==> config.mk <==
export PLATFORM = sky130hd
export DESIGN_NAME = carry_call_stack
export DESIGN_NICKNAME = d
export VERILOG_FILES = /design/src/rtl/ccs_pkg.sv /design/src/rtl/ccs_shift_store.sv /design/src/rtl/ccs_depth_ctr.sv /design/src/rtl/ccs_ret_port.sv /design/src/rtl/carry_call_stack.sv
export SDC_FILE = /design/constraint.sdc
export NUM_CORES = 1
export LEC_CHECK = 0
export ABC_CLOCK_PERIOD_IN_PS = 4120
export CAP_MARGIN = 20
export CORE_MARGIN = 10
export CORE_UTILIZATION = 30
export DETAILED_ROUTE_END_ITERATION = 8
export DONT_BUFFER_PORTS = 1
export SYNTH_ARGS = -nofsm -noshare
export SYNTH_HDL_FRONTEND = slang
export SYNTH_SLANG_ARGS = --single-unit
==> constraint.sdc <==
create_clock -name clk -period 4.12 [get_ports clk]
set_input_delay 0.206 -clock clk [delete_from_list [all_inputs] [get_ports clk]]
set_output_delay 0.206 -clock clk [all_outputs]
set_load 0.01 [all_outputs]
==> src/rtl/ccs_pkg.sv <==
package ccs_pkg;
  localparam int unsigned STK_DEPTH = 4;
  localparam int unsigned PC_W      = 12;
  localparam int unsigned ENT_W     = PC_W + 1;
  localparam int unsigned CNT_W     = $clog2(STK_DEPTH + 1);

  typedef enum logic [1:0] {
    OP_IDLE = 2'd0,
    OP_PUSH = 2'd1,
    OP_POP  = 2'd2
  } stk_op_e;
endpackage

==> src/rtl/ccs_shift_store.sv <==
module ccs_shift_store #(
  parameter int unsigned DEPTH = 4,
  parameter int unsigned EW    = 13
) (
  input  logic          clk,
  input  logic          rst_n,
  input  logic          do_push_i,
  input  logic          do_pop_i,
  input  logic [EW-1:0] din_i,
  output logic [EW-1:0] top_o
);
  logic [EW-1:0] ent_q [DEPTH];
  logic [EW-1:0] ent_d [DEPTH];
  logic          shift_en;

  assign shift_en = do_push_i | do_pop_i;

  for (genvar i = 0; i < DEPTH; i++) begin : g_ent
    always_comb begin
      ent_d[i] = ent_q[i];
      if (do_push_i) begin
        if (i == 0) ent_d[i] = din_i;
        else        ent_d[i] = ent_q[(i == 0) ? 0 : i - 1];
      end else if (do_pop_i) begin
        if (i == DEPTH - 1) ent_d[i] = ent_q[i];
        else                ent_d[i] = ent_q[(i == DEPTH - 1) ? i : i + 1];
      end
    end

    always_ff @(posedge clk or negedge rst_n) begin
      if (!rst_n)        ent_q[i] <= '0;
      else if (shift_en) ent_q[i] <= ent_d[i];
    end
  end

  assign top_o = ent_q[0];

  AST_PUSH_TOP: assert property (@(posedge clk) disable iff (!rst_n)
    do_push_i |=> ent_q[0] == $past(din_i));
  AST_POP_SHIFT: assert property (@(posedge clk) disable iff (!rst_n)
    do_pop_i && !do_push_i |=> ent_q[0] == $past(ent_q[1]));
  AST_BOTTOM_KEEP: assert property (@(posedge clk) disable iff (!rst_n)
    do_pop_i && !do_push_i |=> $stable(ent_q[DEPTH-1]));
endmodule

==> src/rtl/ccs_depth_ctr.sv <==
module ccs_depth_ctr #(
  parameter int unsigned DEPTH = 4,
  parameter int unsigned CW    = 3
) (
  input  logic          clk,
  input  logic          rst_n,
  input  logic          do_push_i,
  input  logic          do_pop_i,
  output logic [CW-1:0] depth_o,
  output logic          ovf_o,
  output logic          unf_o
);
  localparam logic [CW-1:0] FULL = CW'(DEPTH);

  logic [CW-1:0] depth_q, depth_d;
  logic          ovf_q, ovf_d, unf_q, unf_d;
  logic          full, empty;

  assign full  = (depth_q == FULL);
  assign empty = (depth_q == '0);

  always_comb begin
    depth_d = depth_q;
    ovf_d   = 1'b0;
    unf_d   = 1'b0;
    if (do_push_i) begin
      if (full) ovf_d   = 1'b1;
      else      depth_d = depth_q + 1'b1;
    end else if (do_pop_i) begin
      if (empty) unf_d   = 1'b1;
      else       depth_d = depth_q - 1'b1;
    end
  end

  always_ff @(posedge clk or negedge rst_n) begin
    if (!rst_n) begin
      depth_q <= '0;
      ovf_q   <= 1'b0;
      unf_q   <= 1'b0;
    end else begin
      depth_q <= depth_d;
      ovf_q   <= ovf_d;
      unf_q   <= unf_d;
    end
  end

  assign depth_o = depth_q;
  assign ovf_o   = ovf_q;
  assign unf_o   = unf_q;

  AST_DEPTH_BOUND: assert property (@(posedge clk) disable iff (!rst_n)
    depth_q <= FULL);
  AST_OVF_CAUSE: assert property (@(posedge clk) disable iff (!rst_n)
    ovf_q |-> $past(do_push_i) && $past(depth_q) == FULL && depth_q == FULL);
  AST_UNF_CAUSE: assert property (@(posedge clk) disable iff (!rst_n)
    unf_q |-> $past(do_pop_i) && !$past(do_push_i) && depth_q == '0);
  AST_NO_BOTH_FLAGS: assert property (@(posedge clk) disable iff (!rst_n)
    !(ovf_q && unf_q));
endmodule

==> src/rtl/ccs_ret_port.sv <==
module ccs_ret_port #(
  parameter int unsigned AW = 12
) (
  input  logic          clk,
  input  logic          rst_n,
  input  logic          do_pop_i,
  input  logic          restore_i,
  input  logic [AW:0]   top_i,
  output logic [AW-1:0] ret_pc_o,
  output logic          cy_o
);
  logic [AW-1:0] ret_pc_q;
  logic          cy_q;
  logic          cy_en;

  assign cy_en = do_pop_i & restore_i;

  always_ff @(posedge clk or negedge rst_n) begin
    if (!rst_n)        ret_pc_q <= '0;
    else if (do_pop_i) ret_pc_q <= top_i[AW-1:0];
  end

  always_ff @(posedge clk or negedge rst_n) begin
    if (!rst_n)     cy_q <= 1'b0;
    else if (cy_en) cy_q <= top_i[AW];
  end

  assign ret_pc_o = ret_pc_q;
  assign cy_o     = cy_q;

  AST_CY_RESTORE: assert property (@(posedge clk) disable iff (!rst_n)
    do_pop_i && restore_i |=> cy_q == $past(top_i[AW]));
  AST_CY_HOLD: assert property (@(posedge clk) disable iff (!rst_n)
    !(do_pop_i && restore_i) |=> $stable(cy_q));
  AST_RET_ADDR: assert property (@(posedge clk) disable iff (!rst_n)
    do_pop_i |=> ret_pc_q == $past(top_i[AW-1:0]));
endmodule

==> src/rtl/carry_call_stack.sv <==
module carry_call_stack
  import ccs_pkg::*;
(
  input  logic                   clk,
  input  logic                   rst_n,
  input  logic                   push_i,
  input  logic                   pop_i,
  input  logic                   restore_cy_i,
  input  logic [PC_W-1:0]        pc_i,
  input  logic                   cy_i,
  output logic [PC_W-1:0]        peek_pc_o,
  output logic                   peek_cy_o,
  output logic [PC_W-1:0]        ret_pc_o,
  output logic                   cy_o,
  output logic [CNT_W-1:0]       depth_o,
  output logic                   overflow_o,
  output logic                   underflow_o
);
  stk_op_e          op;
  logic             do_push, do_pop;
  logic [ENT_W-1:0] top_word;

  always_comb begin
    if (push_i)     op = OP_PUSH;
    else if (pop_i) op = OP_POP;
    else            op = OP_IDLE;
  end

  assign do_push = (op == OP_PUSH);
  assign do_pop  = (op == OP_POP);

  ccs_shift_store #(.DEPTH(STK_DEPTH), .EW(ENT_W)) u_store (
    .clk       (clk),
    .rst_n     (rst_n),
    .do_push_i (do_push),
    .do_pop_i  (do_pop),
    .din_i     ({cy_i, pc_i}),
    .top_o     (top_word)
  );

  ccs_depth_ctr #(.DEPTH(STK_DEPTH), .CW(CNT_W)) u_depth (
    .clk       (clk),
    .rst_n     (rst_n),
    .do_push_i (do_push),
    .do_pop_i  (do_pop),
    .depth_o   (depth_o),
    .ovf_o     (overflow_o),
    .unf_o     (underflow_o)
  );

  ccs_ret_port #(.AW(PC_W)) u_ret (
    .clk       (clk),
    .rst_n     (rst_n),
    .do_pop_i  (do_pop),
    .restore_i (restore_cy_i),
    .top_i     (top_word),
    .ret_pc_o  (ret_pc_o),
    .cy_o      (cy_o)
  );

  assign peek_pc_o = top_word[PC_W-1:0];
  assign peek_cy_o = top_word[ENT_W-1];

  AST_PUSH_WINS: assert property (@(posedge clk) disable iff (!rst_n)
    push_i && pop_i |=> $stable(ret_pc_o) && $stable(cy_o) && !underflow_o);
  AST_PUSH_PEEK: assert property (@(posedge clk) disable iff (!rst_n)
    push_i |=> peek_pc_o == $past(pc_i) && peek_cy_o == $past(cy_i));
endmodule

==> out/qor.yml <==
cts:
  cts-resized-gates: 0
  cts_setup_buffers: 0
  worst_skew_pair.late_latency_ns: 0.34
  tritoncts: "done"
  root_buffer: "clkbuf_8"
  cts_inserted_buffers: 9
  cts.clk_slew.worst_paths_ns: 0.08
  cts.sinks: 70
  htree_levels: 3
  cts.path.max_buffers: 2
floorplanning:
  ios: 49
  initial_core_util: 0.307
  floorplan.rows: 37
  die_footprint_um2: 15000
  die_h_um: 123
  fp.coreArea_um2: 10300
  dieWidth_um: 123
synthesis:
  postSynth.asyncResetShare: 1.00
  yosys-top-cells-count: "dfrtp_1, nand2_1, o21ai_0, mux2i_1, mux2_2"
  cells_taking_the_most_area_after_synthesis: "dfrtp_1, mux2i_1, mux2_2"
  ys_warns: 0
  yosys.cell_count.top_type: "dfrtp_1"
  synth-edff-count: 0
  seq_area_frac_synth: 0.555
  synth_ff_type: "dfrtp_1"
  synth_cells: 265
  syn_area_per_cell_um2: 11.9
  synth.lib_cells_used.distinct: 26
  mapped_nets: 284
  yosysTopAreaCell: "dfrtp_1"
  yosys_reg_bits: 70
  synth_area_um2: 3160
  synth_top_cell_area_share: 0.555
finish:
  final.fill_count: 1029
  multi_input_comb_area_um2: 1190
  layout-area-overhead-vs-synth_pct: 15.6
  sequential_cell_area_um2: 1750
  number_of_nets_at_the_end_of_the_flow: 286
  stdcell_count: 408
  fraction_of_final_layout_cells_with_drive_strength_greater_than_1: 0.165
  antenna_cells: 0
global_route:
  grt_start_max_net_pins: 77
  vias_in_the_first_global_route: 1975
  initial_antenna_violation_count: 0
  gr-usage-met2: 0.125
  gr_util_all_layers: 0.0880
  met1_usage: 0.115
  globalRoute.busiestLayer: "met2"
  globalRouteMet3Util: 0.0413
  first_pass_grt_wire_length_um: 10400
  gr-total-overflow: 0
worst_setup_path:
  endpoint_kind: "register"
  timing.rr.start: "u_depth.depth_o[0]$_DFFE_PN0P_"
  worstSetupEndpoint: "u_depth.depth_o[1]$_DFFE_PN0P_"
  worst-path-buf-inv: 1
  timing.critical_path.slowest_cell_delay_ns: 0.55
  timing.critical_path.max_delay_family: "adder cells"
  timing.critical_path.depth: 4
  path_max_fanout: 8
  r2r_cells: 4
  timing_worst_setup_path_type: "register to register"
  timing.critical_path.cells: "fa_1, inv_1, a21o_1, a222oi_1"
  critical_path_cell_with_the_highest_stage_delay: "fa_1"
  timing.critical_path.from_type: "register"
  worstReg2RegEnd: "u_depth.depth_o[1]$_DFFE_PN0P_"
  critical_path_required_ns: 4.35
  worst_setup_path_startpoint: "u_depth.depth_o[0]$_DFFE_PN0P_"
  rrSetupSlack_ns: 2.57
  worst_endpoint_data_arrival_time_ns: 1.78
route:
  detailedRoute.firstIterationViolations: 98
  drt.antenna.violating_nets: 0
  routed_wirelength_um: 6250
  drc_errors: 0
  post_drt_wl_per_cell_um: 15.3
  routed_via_density: 4.60
  drt_pre_antenna_iters: 4
  num_vias: 1876
sta:
  drv_slew: 0
  finalCritPeriodShare: 0.377
  max_freq_ghz: 0.644
  final.setup_skew_ns: 0.00728
  grt_setup_unrepaired: "no"
  tns_ns: 0
  timing.final.crit_period_ns: 1.55
  worst-slew-pin-transition_ns: 0.379
  setup_violation_total_in_the_final_timing_report: 0
  hold_viol_final: 0
  worst_slew_margin_rel: 0.747
worst_hold_path:
  hp-start: "push_i"
  hold_class: "primary input to register"
placed_design:
  placed_cells_incl_taps: 371
  finalWeightedCongestion: 0.669
  port-buffer-count: 0
  hpwl_um: 3760
pwr:
  vdd.ir_drop.worst_mv: 0.235
  powerDensity_nw_per_um2: 543
  cellLeakagePower_nw: 1.69
  fin_total_pwr_w: 0.00198
run:
  max_cap_viol_count: 0
outcome:
  outcome: "finished, final reports clean"
-- worst min path at each step --
stage	slack [ns]	endpoint	cells past startpoint
CTS	0.006	u_depth.depth_o[0]$_DFFE_PN0P_	2
finish	0.04	u_store.ent_q[3]$_DFFE_PN0P_	1
floorplan	-0.09	u_depth.depth_o[0]$_DFFE_PN0P_	0
detailed placement	-0.09	u_ret.ret_pc_o[10]$_DFFE_PN0N_	0
global route	0.005	u_store.ent_q[3]$_DFFE_PN0P_	1
global placement	-0.09	u_ret.ret_pc_o[9]$_DFFE_PN0N_	0
-- kinds of logic after synthesis --
family / after synthesis / synth area share
AOI/OAI and AO/OA: 47 / 0.0805
adders and majority gates: 1 / 0.00634
buffers and inverters: 33 / 0.0682
DFF: 70 / 0.555
muxes: 65 / 0.225
and+or+nand+nor: 49 / 0.0654
-- routing by layer --
metal,vias up,wire [um]
met5,-,0
met4,0,65
met3,6,572
met2,57,2630
met1,908,2990
li1,905,-
-- what timing repair did --
item / in CTS / in global routing
hold buffers: 21 / 0
endpoints found under the hold margin: 110 / 0
setup endpoints to repair: 0 / 0
-- flip-flops by register name, summed over array words and instances, names as in the netlist --
name	flops
u_store.top_o	13
u_ret.cy_o	1
u_depth.ovf_o	1
u_depth.unf_o	1
u_store.ent_q	39
u_depth.depth_o	3
u_ret.ret_pc_o	12
-- report_power, final --
group	total (W)	leakage, nW	switching [W]	internal [W]
clock network	0.000754	0.140	0.000257	0.000498
logic	0.000265	0.666	0.000109	0.000156
registers	0.000961	0.884	0.000148	0.000813
-- per-stage QoR --
stage,utilization,cell area [um^2],hold WS [ns],setup WS (ns)
after global placement,0.304,3120,-0.0872,2.62
after detailed placement,0.304,3120,-0.0868,2.57
after CTS,0.355,3650,0.00584,2.55
after global routing,0.355,3650,0.00460,2.46
after floorplan,-,3160,-0.0896,2.67
final,0.355,3650,0.0373,2.57
-- cells in the final DEF, fill, tap and decap left out, drive strengths merged --
| master | Yosys | final |
|---|---|---|
| clkbuf | 4 | 11 |
| o21ai | 41 | 41 |
| nor3b | 1 | 1 |
| mux2i | 39 | 39 |
| nor2 | 3 | 3 |
| dlygate4sd3 | 0 | 19 |
| bufinv | 0 | 4 |
| o31ai | 1 | 1 |
| dfrtp | 70 | 70 |
| o31a | 1 | 1 |
| nand2b | 2 | 2 |
| a31oi | 1 | 1 |
| inv | 3 | 3 |
| o221ai | 1 | 1 |
| clkinv | 0 | 1 |
| a21o | 1 | 1 |
| nand2 | 40 | 40 |
| nor4 | 1 | 1 |
| fa | 1 | 1 |
| mux2 | 26 | 26 |
| nand3 | 1 | 1 |
| and3 | 1 | 1 |
| buf | 26 | 2 |
| a222oi | 1 | 1 |
-- cell type report --
type                       instances  area share
tap                              136      0.0466
multi-input combinational        162       0.326
timing repair buffer              21      0.0672
clock buffer                      11      0.0415
inverter                           3     0.00309
sequential                        70       0.480
clock inverter                     5      0.0353
Note: power is estimated with default switching activity, not from simulation.
